`config.mk`:
```
export PLATFORM = sky130hd
export DESIGN_NAME = desrx_top
export DESIGN_NICKNAME = d
export VERILOG_FILES = /design/src/rtl/desrx_pkg.sv /design/src/rtl/desrx_lane_shift.sv /design/src/rtl/desrx_framer.sv /design/src/rtl/desrx_out_stage.sv /design/src/rtl/desrx_top.sv
export SDC_FILE = /design/constraint.sdc
export NUM_CORES = 1
export LEC_CHECK = 0
export ABC_AREA = 1
export BUFFER_PORTS_ARGS = -buffer_cell sky130_fd_sc_hd__buf_2
export CAP_MARGIN = 5
export CORE_ASPECT_RATIO = 1.75
export CORE_UTILIZATION = 37
export DETAILED_ROUTE_END_ITERATION = 10
export PLACE_DENSITY_LB_ADDON = 0.15
export SYNTH_ARGS = -nofsm -noshare
export SYNTH_HDL_FRONTEND = slang
export SYNTH_HIERARCHICAL = 1
export SYNTH_SLANG_ARGS = --single-unit
```
`constraint.sdc`:
```
create_clock -name clk -period 2.97 [get_ports clk]
set_input_delay 0.594 -clock clk [delete_from_list [all_inputs] [get_ports clk]]
set_output_delay 0.594 -clock clk [all_outputs]
set_load 0.02 [all_outputs]
```
`src/rtl/desrx_pkg.sv`:
```
package desrx_pkg;
  localparam int unsigned SLOTS = 7;
  localparam int unsigned CW    = $clog2(SLOTS);
  // bit i of the window holds arrival slot i
  localparam logic [SLOTS-1:0] CLK_SHAPE = 7'b0001111;
  typedef enum logic [1:0] {FR_HUNT, FR_VERIFY, FR_LOCK} fr_state_e;
endpackage

```
`src/rtl/desrx_lane_shift.sv`:
```
module desrx_lane_shift
  import desrx_pkg::*;
(
  input  logic             clk,
  input  logic             rst_n,
  input  logic             clr,
  input  logic             din,
  output logic [SLOTS-1:0] win
);
  logic [SLOTS-1:0] win_nxt;

  // newest bit enters at the top, so slot 0 ends at bit 0
  always_comb begin
    if (clr) win_nxt = '0;
    else     win_nxt = {din, win[SLOTS-1:1]};
  end

  always_ff @(posedge clk or negedge rst_n) begin
    if (!rst_n) win <= '0;
    else        win <= win_nxt;
  end
endmodule

```
`src/rtl/desrx_framer.sv`:
```
module desrx_framer
  import desrx_pkg::*;
(
  input  logic             clk,
  input  logic             rst_n,
  input  logic             clr,
  input  logic [SLOTS-1:0] ck_win,
  output logic             capture,
  output logic             locked
);
  localparam logic [CW-1:0] LAST = CW'(SLOTS - 1);

  fr_state_e       st, st_nxt;
  logic [CW-1:0]   slot, slot_nxt;
  logic            hit;

  assign hit    = (ck_win == CLK_SHAPE);
  assign locked = (st == FR_LOCK);

  always_comb begin
    st_nxt   = st;
    slot_nxt = (slot == LAST) ? '0 : slot + 1'b1;
    capture  = 1'b0;
    unique case (st)
      FR_HUNT: begin
        if (hit) begin
          st_nxt   = FR_VERIFY;
          slot_nxt = '0;
        end
      end
      FR_VERIFY: begin
        if (slot == LAST) begin
          st_nxt  = hit ? FR_LOCK : FR_HUNT;
          capture = hit;
        end
      end
      FR_LOCK: begin
        if (slot == LAST) begin
          if (hit) capture = 1'b1;
          else     st_nxt  = FR_HUNT;
        end
      end
      default: st_nxt = FR_HUNT;
    endcase
    if (clr) begin
      st_nxt   = FR_HUNT;
      slot_nxt = '0;
      capture  = 1'b0;
    end
  end

  always_ff @(posedge clk or negedge rst_n) begin
    if (!rst_n) begin
      st   <= FR_HUNT;
      slot <= '0;
    end else begin
      st   <= st_nxt;
      slot <= slot_nxt;
    end
  end
endmodule

```
`src/rtl/desrx_out_stage.sv`:
```
module desrx_out_stage
  import desrx_pkg::*;
#(
  parameter int unsigned DW = 21
) (
  input  logic          clk,
  input  logic          rst_n,
  input  logic          clr,
  input  logic          capture,
  input  logic [DW-1:0] par,
  output logic [DW-1:0] word_q,
  output logic          valid_q
);
  logic [DW-1:0]    hold, hold_nxt, word_nxt;
  logic [SLOTS-1:0] dly, dly_nxt;
  logic             valid_nxt, hold_en, word_en;

  assign hold_en = capture;
  assign word_en = dly[SLOTS-1];

  always_comb begin
    hold_nxt  = hold_en ? par : hold;
    dly_nxt   = {dly[SLOTS-2:0], capture};
    word_nxt  = word_en ? hold : word_q;
    valid_nxt = word_en;
    if (clr) begin
      hold_nxt  = '0;
      dly_nxt   = '0;
      word_nxt  = '0;
      valid_nxt = 1'b0;
    end
  end

  always_ff @(posedge clk or negedge rst_n) begin
    if (!rst_n) begin
      hold    <= '0;
      dly     <= '0;
      word_q  <= '0;
      valid_q <= 1'b0;
    end else begin
      hold    <= hold_nxt;
      dly     <= dly_nxt;
      word_q  <= word_nxt;
      valid_q <= valid_nxt;
    end
  end
endmodule

```
`src/rtl/desrx_top.sv`:
```
module desrx_top
  import desrx_pkg::*;
#(
  parameter int unsigned LANES = 3,
  localparam int unsigned DW   = LANES * SLOTS
) (
  input  logic             clk,
  input  logic             rst_n,
  input  logic             pdown,
  input  logic             rx_clk_lane,
  input  logic [LANES-1:0] rx_dat_lane,
  output logic [DW-1:0]    word_o,
  output logic             valid_o
);
  logic [1:0]       rst_sync;
  logic             rst_int_n;
  logic [SLOTS-1:0] ck_win;
  logic [DW-1:0]    par;
  logic [DW-1:0]    word_q;
  logic             valid_q, capture, locked;

  always_ff @(posedge clk or negedge rst_n) begin
    if (!rst_n) rst_sync <= 2'b00;
    else        rst_sync <= {rst_sync[0], 1'b1};
  end
  assign rst_int_n = rst_sync[1];

  desrx_lane_shift u_ck (
    .clk(clk), .rst_n(rst_int_n), .clr(pdown), .din(rx_clk_lane), .win(ck_win)
  );

  for (genvar l = 0; l < LANES; l++) begin : g_lane
    logic [SLOTS-1:0] win;
    desrx_lane_shift u_sh (
      .clk(clk), .rst_n(rst_int_n), .clr(pdown), .din(rx_dat_lane[l]), .win(win)
    );
    assign par[l*SLOTS +: SLOTS] = win;
  end

  desrx_framer u_fr (
    .clk(clk), .rst_n(rst_int_n), .clr(pdown), .ck_win(ck_win),
    .capture(capture), .locked(locked)
  );

  desrx_out_stage #(.DW(DW)) u_out (
    .clk(clk), .rst_n(rst_int_n), .clr(pdown), .capture(capture), .par(par),
    .word_q(word_q), .valid_q(valid_q)
  );

  assign word_o  = pdown ? '0 : word_q;
  assign valid_o = valid_q & ~pdown;
endmodule

```
==> out/metrics.yaml, run 1 <==
holdCritPathClass: "in -> async"
synth_area_leaders: "dfrtp_1 60%, nand2_1 9.7%, inv_1 7.3%"
p_switching_mw: 0.5192
crit_type: "in -> out"
start_util_pct: 38.57
cellLeakagePower_nw: 2.162
fin_nets: 439
hold_buffers: 0
die_h_um: 131.2
vias: 2423
outcome: "complete, no violations"
htree_levels: 3
setup_viol: 0
dieArea_um2: 9949
clkSinkCount: 85
slew_headroom_pct: 29.79
cpMostUsedCell: "buf_2"
min_period_over_period_pct: 65.20
clockBufferDepth: 2
critPathTopFamily: "buffers and inverters"
r2r-start: "u_ck/win[5]$_DFF_PN0_"
postRouteAntennaNets: 0
cp_num_buf_inv: 2
wirelength_um: 5987
cpPeakStageDelay_ns: 0.43
fin_setup_tns_ns: 0
core_area_um2: 9151
regToRegSetupSlack_ns: 1.23
cp_max_fo: 30
synth_cells: 402
hpwl_um: 3856
rsz0062_at_grt: "false"
clk_pin_slew_worst_paths_ns: 0.06
hold_viol: 0
synth_top_cell_area_share_pct: 60.26
crit-reg2reg-capture: "u_out/hold[12]$_DFFE_PN0P_"
start_kind: "input port"
cts_resized: 0
critPathLaunch: "pdown"
period_needed_ns: 1.936
yosys.cell_types.count: 21
cp.required_ns: 2.38
gp_congestion: 0.8058
worstPathCellList: "buf_2 > nor2_1 > buf_2"
sw_frac_of_total_pct: 21.54
drt_iter0_markers: 160
drc_errors: 0
antenna_found_initial: 0
r2r_cells: 8
comb_power_share_pct: 4.7
p_seq_share_pct: 50.3
ys_warn_count: 6
ys_seq_elements: 85
synth_area_leader_cell: "dfrtp_1"
area_delta_synth_final_pct: 13.79
slowest_stage: "buf_2"
drive_above_1_share_pct: 13.13
peakVddDrop_mv: 0.4153
tritoncts: "done"
worst_slew_pin_slew_ns: 1.053
grt_pass1_wl_um: 10630
end_kind: "primary output"
final_cells: 554
numCtsBuffers: 9
post-cts-setup-buffers: 0
avgRoutedWirePerCell_um: 10.81
diodes: 0
syn_area_um2: 3530
rows: 46
drv_slew: 0
p_clk_share_pct: 45.0
grt_util_all_layers_pct: 14.17
ios: 29
die_w_um: 75.83
async_flop_share_pct: 100.0
clk_latency_ns: 0.33
avgSynthCellArea_um2: 8.780
max_freq_mhz: 516.4
first_global_vias: 2350
p_int_mw: 1.891
yosysSeqAreaShare_pct: 60.26
dpl.cell_count: 538
crit_arrival_ns: 1.34
grt_overflow: 0
synth_nets: 412
grt_max_degree: 84
root_buffer: "clkbuf_16"
maxCapViolCount: 0
synth_ff_type: "dfrtp_1"
synth-edff-count: 0
p_per_area_nw_per_um2: 600.1
portBuffers: 28
fin_skew_ns: 0.004273
drt_first_pass_iters: 4
vias_per_cell: 4.374
[cell families after synthesis]
family / share of synthesized area, %
xor gates and xnor gates: 0.2482
adders and majority gates: 1.064
DFF: 60.26
buffers and inverters: 10.99
and+or+nand+nor: 26.76
other: 0.1062
AOI/OAI and AO/OA: 0.5669
[stage by stage]
| step | power, mW | setup WS [ns] | utilization (%) | hold slack [ns] | instance area, um2 |
|---|---|---|---|---|---|
| finish | 2.410 | 1.034 | 43.89 | 0.03483 | 4016 |
| floorplan | 1.317 | 0.4273 | - | 0.2984 | 3530 |
| global placement | 1.347 | 0.6822 | 40.74 | 0.3400 | 3729 |
| detailed placement | 1.349 | 0.6599 | 40.74 | 0.3471 | 3729 |
| global route | 2.523 | 0.8365 | 43.89 | 0.02038 | 4016 |
| CTS | 2.455 | 0.9591 | 43.89 | 0.01941 | 4016 |
[worst max path at each step]
stage          cells past startpoint                               to
5_1_grt                            6     u_out/word_q[11]$_DFFE_PN0P_
4_1_cts                            3                        word_o[2]
6_report                           3                        word_o[2]
2_1_floorplan                      0  g_lane[0].u_sh/win[0]$_DFF_PN0_
3_5_place_dp                       6     u_out/word_q[19]$_DFFE_PN0P_
3_3_place_gp                       6     u_out/word_q[19]$_DFFE_PN0P_
[sequential cells by signal, summed over array words and instances (netlist names)]
name and cells:
u_out/valid_q 1, u_fr/slot 3, u_ck/win 7, u_out/hold 21
u_out/dly 7, u_fr/st 2, u_out/word_q 21, g_lane.u_sh/win 21
rst_sync 2
[Yosys cell counts (all sizes together) (2+ instances only)]
cell      n
ha        3
nand3    48
clkinv    2
o21bai    2
buf      15
dfrtp    85
nor2     72
inv      70
nand2   100
[metal layers]
metal	up-vias	global-route usage, %	wire, um
li1	1238	-	-
met1	1142	16.40	2622
met2	33	23.01	3043
met3	10	3.451	172
met4	0	8.025	148
met5	-	0	0
[cells in the final DEF (no fill, tap or decap), types with 2 or more instances in the layout]
cell	instances
ha_1	3
clkbuf_16	9
nor2_4	3
clkinv_1	2
buf_4	3
nand3_1	48
buf_2	28
o21bai_1	2
inv_1	69
nand2_2	9
clkbuf_1	5
nand2_1	91
dfrtp_1	84
nor2_1	68
[worst reg2reg max path, stage by stage, from the launching register on]
cell and delay [ns]:
dfrtp_1 0.39, nor2_1 0.13, nand2_1 0.08, nor2_2 0.16, nand2_1 0.10, nor2_1 0.30, buf_4 0.32, nand3_1 0.12
nand2_1 0.09
[power by group through the flow]
| stage | logic [mW] | registers [mW] | clock network (mW) |
|---|---|---|---|
| detailed placement | 0.114 | 1.24 | 0 |
| global route | 0.136 | 1.22 | 1.17 |
| floorplan | 0.0922 | 1.22 | 0 |
| finish | 0.114 | 1.21 | 1.08 |
| CTS | 0.115 | 1.21 | 1.13 |
| global placement | 0.113 | 1.23 | 0 |
[area by class of cell]
| cell class | instances | area [um2] |
|---|---|---|
| clock buffer | 15 | 257.7 |
| fill | 927 | 5135 |
| clock inverter | 1 | 30.03 |
| tap | 120 | 150.1 |
| timing repair buffer | 31 | 162.7 |
| inverter | 72 | 270.3 |
| sequential | 85 | 2131 |
| multi-input combinational | 230 | 1015 |
(Power assumes the default switching activity.)
==> run 2, diff against run 1 <==
--- a/config.mk
+++ b/config.mk
@@ -5,7 +5,7 @@
 export SDC_FILE = /design/constraint.sdc
 export NUM_CORES = 1
 export LEC_CHECK = 0
-export ABC_AREA = 1
+export ABC_AREA = 0
 export BUFFER_PORTS_ARGS = -buffer_cell sky130_fd_sc_hd__buf_2
 export CAP_MARGIN = 5
 export CORE_ASPECT_RATIO = 1.75
==> constraint.sdc (replaced) <==
create_clock -name clk -period 1.9 [get_ports clk]
set_input_delay 0.38 -clock clk [delete_from_list [all_inputs] [get_ports clk]]
set_output_delay 0.38 -clock clk [all_outputs]
set_load 0.02 [all_outputs]
==> run 2 against run 1 <==
Net effect: power increased by 52%; cell count decreased by 21%; synthesized cell count decreased by 32%; area after synthesis decreased by 0.89%; critical endpoint is now u_out/hold[18]$_DFFE_PN0P_; highest routed layer unchanged.
==> out/metrics.yaml, run 2 <==
outcome: "complete, no violations"
regArea_um2: 2131
synth_ff_type: "dfrtp_1"
ys_warn_count: 6
crit_type: "reg -> reg"
clk_latency_ns: 0.33
syn_area_um2: 3498
drt_iter0_markers: 88
synthTopCellsByCount: "85 x dfrtp_1, 44 x nor2_1, 43 x mux2i_1, 41 x nor2b_1, 15 x nor2b_2"
avgRoutedWirePerCell_um: 12.91
post-cts-setup-buffers: 0
drc_errors: 0
htree_levels: 3
grt_util_all_layers_pct: 13.70
fin_setup_tns_ns: 0
ys_seq_elements: 85
clk_pin_slew_worst_paths_ns: 0.06
clockBufferDepth: 2
rsz0062_at_grt: "true"
hold_viol: 0
area_delta_synth_final_pct: 16.63
ios: 29
cp_max_fo: 16
synth_cells: 273
worst_slew_pin_slew_ns: 0.5478
maxCapViolCount: 0
fin_skew_ns: 0.007734
gp_congestion: 0.6680
p_per_area_nw_per_um2: 898.1
reg.largest.list: "g_lane.u_sh/win x21, u_out/hold x21, u_out/word_q x21"
root_buffer: "clkbuf_16"
peakVddDrop_mv: 0.5054
drv_slew: 0
final_cells: 435
period_needed_ns: 1.846
clkSinkCount: 85
whs_path_depth: 2
r2r_cells: 6
finalInstanceArea_um2: 4080
avgSynthCellArea_um2: 12.81
setup_viol: 0
crit_arrival_ns: 2.06
synth-edff-count: 0
numCtsBuffers: 9
drt_first_pass_iters: 2
layout_common_cells: "84 x dfrtp_1, 44 x nor2_1, 43 x mux2i_1"
final_common_cell: "dfrtp_1"
placed_area_um2: 3767
start_util_pct: 38.47
first_global_vias: 2060
vias: 1980
total_power_mw: 3.665
grt_pass1_wl_um: 9873
slew_headroom_pct: 63.48
multi_input_area_um2: 1217
wirelength_um: 5618
drive_above_1_share_pct: 23.81
core_area_um2: 9094
async_flop_share_pct: 100.0
holdCritPathClass: "in -> reg"
yosysMostFrequentCell: "dfrtp_1"
synth_nets: 283
dp_slack_ns: 0.03118
tritoncts: "done"
start_kind: "flop"
synth_area_leader_cell: "dfrtp_1"
end_kind: "flop"
die_w_um: 75.51
die_h_um: 130.6
synth_area_leaders: "dfrtp_1 61%, mux2i_1 12%, nor2b_1 7.3%"
antenna_found_initial: 0
postRouteAntennaNets: 0
diodes: 0
dieArea_um2: 9863
yosysSeqAreaShare_pct: 60.80
grt_max_degree: 58
hpwl_um: 3584
nFillCells: 908
cp.required_ns: 2.11
max_freq_mhz: 541.6
cellLeakagePower_nw: 1.863
min_period_over_period_pct: 97.17
rows: 46
portBuffers: 28
setup_slack_ns: 0.05377
vias_per_cell: 4.552
fin_nets: 320
yosys.cell_types.count: 29
grt_overflow: 0
synth_top_cell_area_share_pct: 60.80
dpl.cell_count: 418
[run 2: cell types whose count changed after synthesis, sizes merged, moves of 28 or more]
cell | previous run | this run
nand3 | 48 | 1
nor2 | 72 | 44
nor2b | 0 | 56
nand2 | 100 | 2
mux2i | 0 | 43
inv | 70 | 4
[run 2: stage by stage]
step / hold slack (ns) / utilization [%]
3_3_place_gp: 0.1669 / 41.43
2_1_floorplan: 0.08441 / -
6_report: 0.2617 / 44.87
5_1_grt: 0.2641 / 44.87
3_5_place_dp: 0.1689 / 41.43
4_1_cts: 0.2507 / 44.77
[run 2: routing by layer]
layer  track usage [%]  share of wire, %  vias to the layer above
met5                 0                 0                        -
met4             7.190               2.3                        0
met3             3.988               3.1                        7
met2             21.59                48                       26
met1             16.76                47                      987
li1                  -                 -                      960
[run 2: repair_timing]
item,4_1_cts,5_1_grt
resized for setup,0,1
endpoints found under the setup margin,0,21
endpoints found under the hold margin,2,0
hold buffers,1,0
[run 2: kinds of logic (layout without fill, tap and decap cells)]
kind of cell	count (synthesis)	in the layout	share of synthesized area, %
fa+ha+maj	3	3	1.073
other cells	1	1	0.1072
compound gates	9	9	1.860
simple gates	114	114	19.03
flops	85	85	60.80
mux	43	43	12.30
buf+inv	18	60	4.828
[run 2: area by class of cell]
| class | instances | share of cell area (%) |
|---|---|---|
| multi-input combinational | 170 | 29.84 |
| inverter | 4 | 0.3680 |
| clock buffer | 12 | 6.041 |
| tap | 120 | 3.680 |
| timing repair buffer | 40 | 6.685 |
| sequential | 85 | 52.22 |
| clock inverter | 4 | 1.165 |
[run 2: report_power, final]
| part | internal, mW | switching [mW] | leakage, nW | total [mW] |
|---|---|---|---|---|
| clock network | 1.05 | 0.657 | 0.143 | 1.71 |
| registers | 1.83 | 0.0296 | 1.17 | 1.86 |
| logic | 0.0350 | 0.0638 | 0.548 | 0.0988 |
| total | 2.91 | 0.750 | 1.86 | 3.66 |
[run 2: final timing paths]
check,startpoint,endpoint,slack [ns]
worst max-delay path,u_ck/win[5]$_DFF_PN0_,u_out/hold[18]$_DFFE_PN0P_,0.05
worst min-delay path,rx_dat_lane[2],g_lane[2].u_sh/win[6]$_DFF_PN0_,0.26
worst max register to register,u_ck/win[5]$_DFF_PN0_,u_out/hold[18]$_DFFE_PN0P_,0.05
worst min register to register,rst_sync[1]$_DFF_PN0_,u_fr/st[1]$_DFFE_PN0P_,0.32
max in group asynchronous,rst_sync[1]$_DFF_PN0_,u_out/hold[2]$_DFFE_PN0P_,1.03
min in group asynchronous,rst_sync[1]$_DFF_PN0_,u_fr/st[1]$_DFFE_PN0P_,0.32
[run 2: worst max-delay path: stages (launching register included)]
cell,delay (ns)
dfrtp_1,0.40
nor4b_4,0.30
nand4_1,0.21
nor4_4,0.33
buf_12,0.22
mux2i_1,0.21
nor2_1,0.05
